[config.mk]
export PLATFORM = sky130hd
export DESIGN_NAME = kpad_scan
export DESIGN_NICKNAME = d
export VERILOG_FILES = /design/src/rtl/kpad_pkg.sv /design/src/rtl/kpad_colsync.sv /design/src/rtl/kpad_walk.sv /design/src/rtl/kpad_confirm.sv /design/src/rtl/kpad_scan.sv
export SDC_FILE = /design/constraint.sdc
export NUM_CORES = 1
export LEC_CHECK = 0
export ABC_AREA = 1
export BUFFER_PORTS_ARGS = -buffer_cell sky130_fd_sc_hd__clkbuf_2
export CAP_MARGIN = 25
export CORE_MARGIN = 3
export CORE_UTILIZATION = 45
export CTS_BUF_LIST = sky130_fd_sc_hd__clkbuf_4
export DETAILED_ROUTE_END_ITERATION = 10
export GPL_ROUTABILITY_DRIVEN = 1
export PLACE_DENSITY_LB_ADDON = 0.1
export SYNTH_ARGS = -nofsm -noshare
export SYNTH_HDL_FRONTEND = slang
export SYNTH_HIERARCHICAL = 1
export SYNTH_SLANG_ARGS = --single-unit
[constraint.sdc]
create_clock -name clk -period 1.1 [get_ports clk]
set_input_delay 0.11 -clock clk [delete_from_list [all_inputs] [get_ports clk]]
set_output_delay 0.11 -clock clk [all_outputs]
set_load 0.005 [all_outputs]
[src/rtl/kpad_pkg.sv]
package kpad_pkg;

   typedef enum logic {
      PH_DETECT = 1'b0,
      PH_LOCATE = 1'b1
   } kp_phase_e;

   function automatic int kp_idx_w(input int n);
      return (n > 1) ? $clog2(n) : 1;
   endfunction

endpackage

[src/rtl/kpad_colsync.sv]
module kpad_colsync #(
   parameter int WIDTH  = 4,
   parameter int STAGES = 2
) (
   input  logic             clk,
   input  logic             rst,
   input  logic [WIDTH-1:0] din_n,
   output logic [WIDTH-1:0] dout_n
);

   generate
      if (STAGES < 2) begin : g_bad_stages
         $error("kpad_colsync: STAGES must be at least 2");
      end
   endgenerate

   logic [WIDTH-1:0] chain [STAGES];

   always_ff @(posedge clk) begin
      if (rst) begin
         for (int s = 0; s < STAGES; s++) chain[s] <= '1;
      end else begin
         chain[0] <= din_n;
         for (int s = 1; s < STAGES; s++) chain[s] <= chain[s-1];
      end
   end

   assign dout_n = chain[STAGES-1];

endmodule

[src/rtl/kpad_walk.sv]
module kpad_walk
   import kpad_pkg::*;
#(
   parameter int ROWS = 4,
   parameter int COLS = 4,
   localparam int RW  = kp_idx_w(ROWS),
   localparam int CW  = kp_idx_w(COLS)
) (
   input  logic            clk,
   input  logic            rst,
   input  logic            tick,
   input  logic [COLS-1:0] col_low,
   output logic [ROWS-1:0] row_n,
   output logic            hit,
   output logic [RW-1:0]   hit_row,
   output logic [CW-1:0]   hit_col,
   output logic            miss,
   output logic            all_up
);

   kp_phase_e      phase;
   logic [RW-1:0]  row_idx;
   logic           settled;
   logic [CW-1:0]  pick;
   logic           any_low;

   assign any_low = |col_low;

   always_comb begin
      pick = '0;
      for (int j = COLS - 1; j >= 0; j--) begin
         if (col_low[j]) pick = CW'(j);
      end
   end

   always_comb begin
      for (int i = 0; i < ROWS; i++) begin
         row_n[i] = (phase == PH_LOCATE) ? (row_idx != RW'(i)) : 1'b0;
      end
   end

   always_ff @(posedge clk) begin
      if (rst) begin
         phase   <= PH_DETECT;
         row_idx <= '0;
         settled <= 1'b0;
         hit     <= 1'b0;
         miss    <= 1'b0;
         all_up  <= 1'b0;
         hit_row <= '0;
         hit_col <= '0;
      end else begin
         hit    <= 1'b0;
         miss   <= 1'b0;
         all_up <= 1'b0;
         if (tick) begin
            if (!settled) begin
               settled <= 1'b1;
            end else begin
               unique case (phase)
                  PH_DETECT: begin
                     if (any_low) begin
                        phase   <= PH_LOCATE;
                        row_idx <= '0;
                        settled <= 1'b0;
                     end else begin
                        all_up <= 1'b1;
                     end
                  end
                  PH_LOCATE: begin
                     if (any_low) begin
                        hit     <= 1'b1;
                        hit_row <= row_idx;
                        hit_col <= pick;
                        phase   <= PH_DETECT;
                        settled <= 1'b0;
                     end else if (row_idx == RW'(ROWS - 1)) begin
                        miss    <= 1'b1;
                        phase   <= PH_DETECT;
                        settled <= 1'b0;
                     end else begin
                        row_idx <= row_idx + RW'(1);
                        settled <= 1'b0;
                     end
                  end
                  default: phase <= PH_DETECT;
               endcase
            end
         end
      end
   end

endmodule

[src/rtl/kpad_confirm.sv]
module kpad_confirm
   import kpad_pkg::*;
#(
   parameter int ROWS     = 4,
   parameter int COLS     = 4,
   parameter int DEBOUNCE = 3,
   localparam int RW      = kp_idx_w(ROWS),
   localparam int CW      = kp_idx_w(COLS),
   localparam int CNTW    = $clog2(DEBOUNCE + 1)
) (
   input  logic          clk,
   input  logic          rst,
   input  logic          hit,
   input  logic [RW-1:0] hit_row,
   input  logic [CW-1:0] hit_col,
   input  logic          miss,
   input  logic          all_up,
   output logic          key_valid,
   output logic [RW-1:0] key_row,
   output logic [CW-1:0] key_col
);

   localparam logic [CNTW-1:0] TARGET = CNTW'(DEBOUNCE);

   logic [RW-1:0]   last_row;
   logic [CW-1:0]   last_col;
   logic [CNTW-1:0] cnt;
   logic [CNTW-1:0] cnt_nx;
   logic            lock;
   logic            same;

   assign same = (cnt != '0) && (last_row == hit_row) && (last_col == hit_col);

   always_comb begin
      if (same) cnt_nx = (cnt < TARGET) ? cnt + CNTW'(1) : cnt;
      else      cnt_nx = CNTW'(1);
   end

   always_ff @(posedge clk) begin
      if (rst) begin
         last_row  <= '0;
         last_col  <= '0;
         cnt       <= '0;
         lock      <= 1'b0;
         key_valid <= 1'b0;
         key_row   <= '0;
         key_col   <= '0;
      end else begin
         key_valid <= 1'b0;
         if (hit) begin
            last_row <= hit_row;
            last_col <= hit_col;
            cnt      <= cnt_nx;
            if (cnt_nx == TARGET && !lock) begin
               key_valid <= 1'b1;
               key_row   <= hit_row;
               key_col   <= hit_col;
               lock      <= 1'b1;
            end
         end else if (miss) begin
            cnt <= '0;
         end else if (all_up) begin
            cnt  <= '0;
            lock <= 1'b0;
         end
      end
   end

endmodule

[src/rtl/kpad_scan.sv]
module kpad_scan
   import kpad_pkg::*;
#(
   parameter int ROWS        = 4,
   parameter int COLS        = 4,
   parameter int DEBOUNCE    = 3,
   parameter int SYNC_STAGES = 2,
   localparam int RW         = kp_idx_w(ROWS),
   localparam int CW         = kp_idx_w(COLS)
) (
   input  logic            clk,
   input  logic            rst,
   input  logic            tick,
   input  logic [COLS-1:0] col_n,
   output logic [ROWS-1:0] row_n,
   output logic            key_valid,
   output logic [RW-1:0]   key_row,
   output logic [CW-1:0]   key_col
);

   generate
      if (ROWS < 2) begin : g_bad_rows
         $error("kpad_scan: ROWS must be at least 2");
      end
      if (COLS < 1) begin : g_bad_cols
         $error("kpad_scan: COLS must be at least 1");
      end
      if (DEBOUNCE < 1) begin : g_bad_deb
         $error("kpad_scan: DEBOUNCE must be at least 1");
      end
   endgenerate

   logic [COLS-1:0] col_sync_n;
   logic            hit;
   logic            miss;
   logic            all_up;
   logic [RW-1:0]   hit_row;
   logic [CW-1:0]   hit_col;

   kpad_colsync #(.WIDTH(COLS), .STAGES(SYNC_STAGES)) sync_i (
      .clk    (clk),
      .rst    (rst),
      .din_n  (col_n),
      .dout_n (col_sync_n)
   );

   kpad_walk #(.ROWS(ROWS), .COLS(COLS)) walk_i (
      .clk     (clk),
      .rst     (rst),
      .tick    (tick),
      .col_low (~col_sync_n),
      .row_n   (row_n),
      .hit     (hit),
      .hit_row (hit_row),
      .hit_col (hit_col),
      .miss    (miss),
      .all_up  (all_up)
   );

   kpad_confirm #(.ROWS(ROWS), .COLS(COLS), .DEBOUNCE(DEBOUNCE)) conf_i (
      .clk       (clk),
      .rst       (rst),
      .hit       (hit),
      .hit_row   (hit_row),
      .hit_col   (hit_col),
      .miss      (miss),
      .all_up    (all_up),
      .key_valid (key_valid),
      .key_row   (key_row),
      .key_col   (key_col)
   );

endmodule

After elaboration in Yosys (flattened, before gate mapping)
Memory sizes are Yosys's and may differ from the RTL's.
Index checks and enable logic that the tools add are counted.
{"block": "word_totals", "ff_bits": 23, "ramBits": 8, "output_inout_bits": 9, "n_memories": 1}
{"memory": "sync_i.chain", "words": 2, "word_bits": 4, "read_ports": 2, "rd_ports_with_merged_regs": 0, "wr": 2, "line": "kpad_colsync.sv:17", "source": "logic [WIDTH-1:0] chain [STAGES];"}
{"block": "op_classes", "add_sub_neg": 2, "n_lt_le_gt_ge": 1, "n_eq_ne": 12, "n_mux": 35, "bitwise": 7, "n_reduce_logical": 18}
{"operator": "2-bit 2-to-1 mux", "count": 12}
{"operator": "1-bit 2-to-1 mux", "count": 18}
{"operator": "4-bit OR reduction", "count": 3}
{"operator": "4-bit 2-to-1 mux", "count": 2}
{"operator": "2-bit by 1-bit != test with 1-bit output (second input constant)", "count": 4}
{"operator": "2-bit != test (second input constant)", "count": 4}
{"operator": "8-bit OR reduction", "count": 1}
{"operator": "2-bit nonzero test", "count": 3}
{"operator": "5-bit AND reduction", "count": 1}
{"operator": "2-bit by 1-bit adder with 2-bit output (second input constant)", "count": 2}
{"operator": "2-bit == test", "count": 2}
{"operator": "2-bit == test (second input constant)", "count": 2}
{"operator": "1-bit NOT", "count": 4}
{"operator": "4-bit NOT", "count": 1}
{"operator": "1-bit one-hot mux with 2 select lines", "count": 2}
{"operator": "2-bit one-hot mux with 2 select lines", "count": 1}
{"operator": "2-bit AND reduction", "count": 2}
{"operator": "4-bit AND reduction", "count": 1}
{"operator": "1-bit logical AND", "count": 3}
{"operator": "3-bit AND reduction", "count": 1}
{"operator": "3-bit nonzero test", "count": 1}
{"operator": "2-bit < comparator (second input constant)", "count": 1}
{"operator": "1-bit bitwise OR", "count": 2}
{"operator": "2-bit OR reduction", "count": 1}
{"operator": "1-bit logical NOT", "count": 1}

Depth between registers and ports, before layout
{"block": "logic_depth", "ltp_word": 8, "ltp_mapped": 9}

Cells and area by module
The synthesis kept the hierarchy.
{"mod": "kpad_walk", "instances": 1, "cells_each": 73, "area_each_um2": 575.6, "seq_area_each_um2": 220.2}
{"mod": "kpad_confirm", "instances": 1, "cells_each": 81, "area_each_um2": 565.5, "seq_area_each_um2": 240.2}
{"mod": "kpad_colsync", "instances": 1, "cells_each": 29, "area_each_um2": 254.0, "seq_area_each_um2": 160.2}
{"mod": "kpad_scan", "instances": 1, "cells_each": 4, "area_each_um2": 15.0, "seq_area_each_um2": 0.0}

Least setup slack after synthesis
Ideal clock, no wire load.
{"block": "synth_path", "kind": "reg-to-reg", "from": "reg walk_i.row_idx[0]", "to": "reg walk_i.row_idx[0]", "arrival_time_ns": 0.959, "slack_ns": 0.028, "stages_incl_launch_ff": 9, "synth_period_minus_slack_ns": 1.072, "cell_sequence": "dfxtp_1 -> ha_1 -> inv_1 -> nand2_1 -> nand3_2 -> nand2_1 -> nor2_1 -> nor2_1 -> nor2_1"}
{"block": "synth_between", "elab_chain_len": 4}
{"element": "from (decl)", "line": "kpad_walk.sv:22", "source": "logic [RW-1:0] row_idx;"}
{"element": "from (signal assigned)", "line": "kpad_walk.sv:82", "source": "row_idx <= row_idx + RW'(1);"}
{"element": "2-bit by 1-bit adder with 2-bit output", "line": "kpad_walk.sv:82"}
{"element": "2-bit 2-to-1 mux", "line": "kpad_walk.sv:77", "source": "end else if (row_idx == RW'(ROWS - 1)) begin"}
{"element": "2-bit 2-to-1 mux", "line": "kpad_walk.sv:71", "source": "if (any_low) begin"}
{"element": "2-bit one-hot mux with 2 select lines", "line": "kpad_walk.sv:60", "source": "unique case (phase)"}
Parallel ways exist; a longest one is shown, timed or not. The select of a mux whose other input is x is not followed.
A chain may end at the register's enable or synchronous reset.

Worst setup path after layout
{"block": "layout_path", "from": "reg walk_i.row_idx[1]", "to": "out row_n[3]"}
{"block": "layout_between", "elab_chain_len": 2}
{"element": "2-bit != test", "line": "kpad_walk.sv:38", "source": "row_n[i] = (phase == PH_LOCATE) ? (row_idx != RW'(i)) : 1'b0;"}
{"element": "1-bit 2-to-1 mux", "line": "kpad_walk.sv:38"}
{"element": "to (decl)", "line": "kpad_scan.sv:15", "source": "output logic [ROWS-1:0] row_n,"}
Every way passes these cells.

==> summary.md <==
| Metric | Value |
|---|---|
| Status | complete, but fails checks |
| Failing checks | setup timing |
| Port Buffers | 15 |
| DR vias/cell | 4.465 |
| CTS tree | yes |
| GRT Total Usage | between 10% and 20% |
| Setup WS pre-CTS | -0.1264 ns |
| Hold Crit Depth | 2 |
| Final Worst Setup Slack | -0.1936 ns |
| CTS Sinks | 31 |
| Clk_lat worst skew | 0.32 ns |
| Yosys reg bits | 31 |
| Largest net degree at the start of global routing | 11 |
| Starting Density | roughly 49% |
| WL per Instance | 10.34 microns |
| Worst Path Arrival | 1.18 ns |
| Mean Syn Cell Area | 7.541 sq um |
| Core area | 2877 sq um |
| Slew Viols, Final | 0 |
| RR Endpoint | walk_i/row_idx[0]$_SDFFE_PP0P_ |
| Highest-count cells in the layout ignoring fill and taps | inv_1 (29), nand2_1 (26), dfxtp_1 (20), buf_4 (20), nor2_1 (19) |
| Final Cycle Share | 117.6% |
| Max Cap Viol | 0 |
| Die area | 3842 sq um |
| Clk slew on worst S/H paths | around 0.10 ns |
| CP Class | register to output pin |
| CP Max Fanout | 4 |
| Hold Path End | conf_i/cnt[1]$_SDFFE_PP0P_ |
| # IOs | 16 |
| Number of diodes | 0 |
| Synth area leader | dfxtp_1 |
| Area grow syn2layout | 37.44% |
| Commonest non-fill, non-tap cell in the layout | inv_1 |
| CP max-delay cell | dfxtp_4 |
| Vias post-DR | about 1.2k |
| Fin crit period | around 1.3 ns |
| Final Hold Viols | 0 |
| Initial antenna violation count | 0 |
| Final setup TNS | -1.038 ns |
| Max VDD drop | approximately 0.00092 V |
| Post-Syn Area | approximately 1400 sq um |
| Seq/Total Area, Yosys | 44.01% |
| Hold path startpoint | rst |
| Root Driver | clkbuf_4 |
| Vias in the first global route | 1087 |
| DRT Wirelength | 2.844 mm |
| Post-placement cell count | roughly 250 |
| Most common cell on crit path | inv_2 |
| Height of the die | 61.98 microns |
| RSZ-0062 raised after global routing | true |
| Yosys warnings | 6 |
| Post-synth top area share | 44.01% |
| Lkg Pwr | a little over 0.0009 uW |
| DRC | 0 |
| Cells after synthesis | 187 |
| Worst reg-to-reg path cell count | 8 |
| Most area-consuming cells after synthesis | dfxtp_1 (44%), inv_1 (9.8%), nand2_1 (9.6%), nor2_1 (5.6%), a21oi_1 (4.3%) |
| Hold Path Class | input pin to register |
| Max H-tree Level | 2 |
| Die W | 61.98 microns |
| CP cell instances | ha_4, inv_2, nand2_2, buf_6, inv_2, clkbuf_2 |
| Worst Skew | 0.007971 ns |
| Global-route wire length before repair | 4.685 mm |
| 1st-iter DRT viols | 38 |
| Setup crit end kind | output pin |
| Worst Path Required | 0.99 ns |
| R2r setup slk | -0.10 ns |
| Clock Path Buffers | 2 |
| Pwr Density | 1001 nW/um^2 |
| Max reg flops | 8 |
| Worst setup SP type | register |
| Hpwl dp | 1.915 mm |
| Net Count, Synth | 198 |
| Reg-to-reg startpoint | walk_i/row_idx[1]$_SDFFE_PP0P_ |
| Fin cells | 275 |
| Antenna-violating nets left | 0 |
| Worst Setup SP | walk_i/row_idx[1]$_SDFFE_PP0P_ |
| Final setup vio count | 12 |
| Max Freq | slightly below 800 MHz |
| Final Net Count | around 240 |
| Grt ovf | 0 |
| Reg with most FFs | sync_i/chain |
| Cell Rows | 19 |
| Layout cells sized above 1 | 45.06% |
| Critical Path Max Stage Delay | 0.38 ns |
| Max_slew headroom | approximately 77% |
| Number of CTS-inserted buffers | 5 |
| Yosys cell types | 22 |
| Worst slew pin tran | 0.3479 ns |
| GP Congestion | between 0.8 and 0.9 |
| First-pass iteration count of the detailed router | 4 |
-- how the worst max path moves through the flow --
stage | endpoint | slack [ns] | cells past startpoint
2_1_floorplan | walk_i/row_idx[0]$_SDFFE_PP0P_ | 0.03 | 8
3_3_place_gp | conf_i/key_col[1]$_SDFFE_PP0P_ | -0.07 | 7
3_5_place_dp | conf_i/key_col[0]$_SDFFE_PP0P_ | -0.13 | 8
4_1_cts | row_n[3] | -0.21 | 6
5_1_grt | row_n[3] | -0.26 | 6
6_report | row_n[3] | -0.19 | 6
-- synth_stat cells --
cell	count
inv_1	37
nand2_1	36
dfxtp_1	31
nor2_1	21
a21oi_1	12
nand3_1	7
nand4_1	6
o21ai_0	5
buf_4	4
ha_1	4
nor2_4	4
inv_2	3
nand3_2	3
nand2_2	2
nand2_4	2
nor3_1	2
o21ai_1	2
o31ai_1	2
buf_2	1
buf_6	1
clkinv_2	1
nand4_4	1
-- report_power, final --
| part | internal (uW) | total [uW] | leakage, uW | switching [uW] |
|---|---|---|---|---|
| clock network | 226 | 597 | 0.0000285 | 371 |
| logic | 85.6 | 196 | 0.000634 | 110 |
| registers | 1140 | 1150 | 0.000259 | 11.0 |
-- worst max-delay path: cells and delay by family, from the launching register on --
family                   cells  cell delay, ns
flip-flops                   1            0.38
buffers and inverters        4            0.28
adder cells (fa/ha/maj)      1            0.15
AND/OR/NAND/NOR              1            0.05
-- layout make-up --
type / instances / area (sq um)
Timing Repair Buffer: 44 / 330.3
Clock inverter: 2 / 8.758
Multi-Input combinational cell: 110 / 709.4
Clock buffer: 5 / 37.54
Tap cell: 42 / 52.55
Sequential cell: 31 / 644.4
Fill cell: 253 / 938.4
Inverter: 41 / 155.1
-- per-layer routing --
layer / track usage [%] / routed length (microns) / up-vias / part of all wire (%)
li1: - / - / 665 / -
met1: 20.51 / 1252 / 540 / 44
met2: 27.81 / 1441 / 21 / 51
met3: 6.198 / 129 / 2 / 4.5
met4: 5.758 / 20 / 0 / 0.70
met5: 0 / 0 / - / 0
-- stage by stage --
step | power (uW) | util [%] | hold WS, ns | instance area, sq um
after floorplan | 1288 | - | 0.1791 | 1410
after global placement | 1336 | 56.20 | 0.2861 | 1617
after detailed placement | 1340 | 56.20 | 0.2929 | 1617
after CTS | 1962 | 63.16 | 0.02930 | 1817
after global routing | 2034 | 67.38 | 0.02264 | 1938
final | 1940 | 67.38 | 0.03339 | 1938
-- cell families (layout without fill, tap and decap cells) --
kind of cell,count (synthesis),in the layout,synth area share [%]
compound gates,21,21,7.808
fa+ha+maj,4,4,3.549
buf+inv,47,92,14.28
flops,31,31,44.01
simple gates,84,85,30.35
-- what timing repair did --
| action | 4_1_cts | 5_1_grt |
|---|---|---|
| gates resized for setup | 26 | 30 |
| hold endpoints to repair | 4 | 0 |
| hold buffers | 4 | 0 |
| pin swaps | 12 | 18 |
| gates cloned | 1 | 0 |
| setup buffers | 4 | 7 |
| endpoints found under the setup margin | 14 | 24 |
Note: power is estimated with default switching activity, not from simulation.
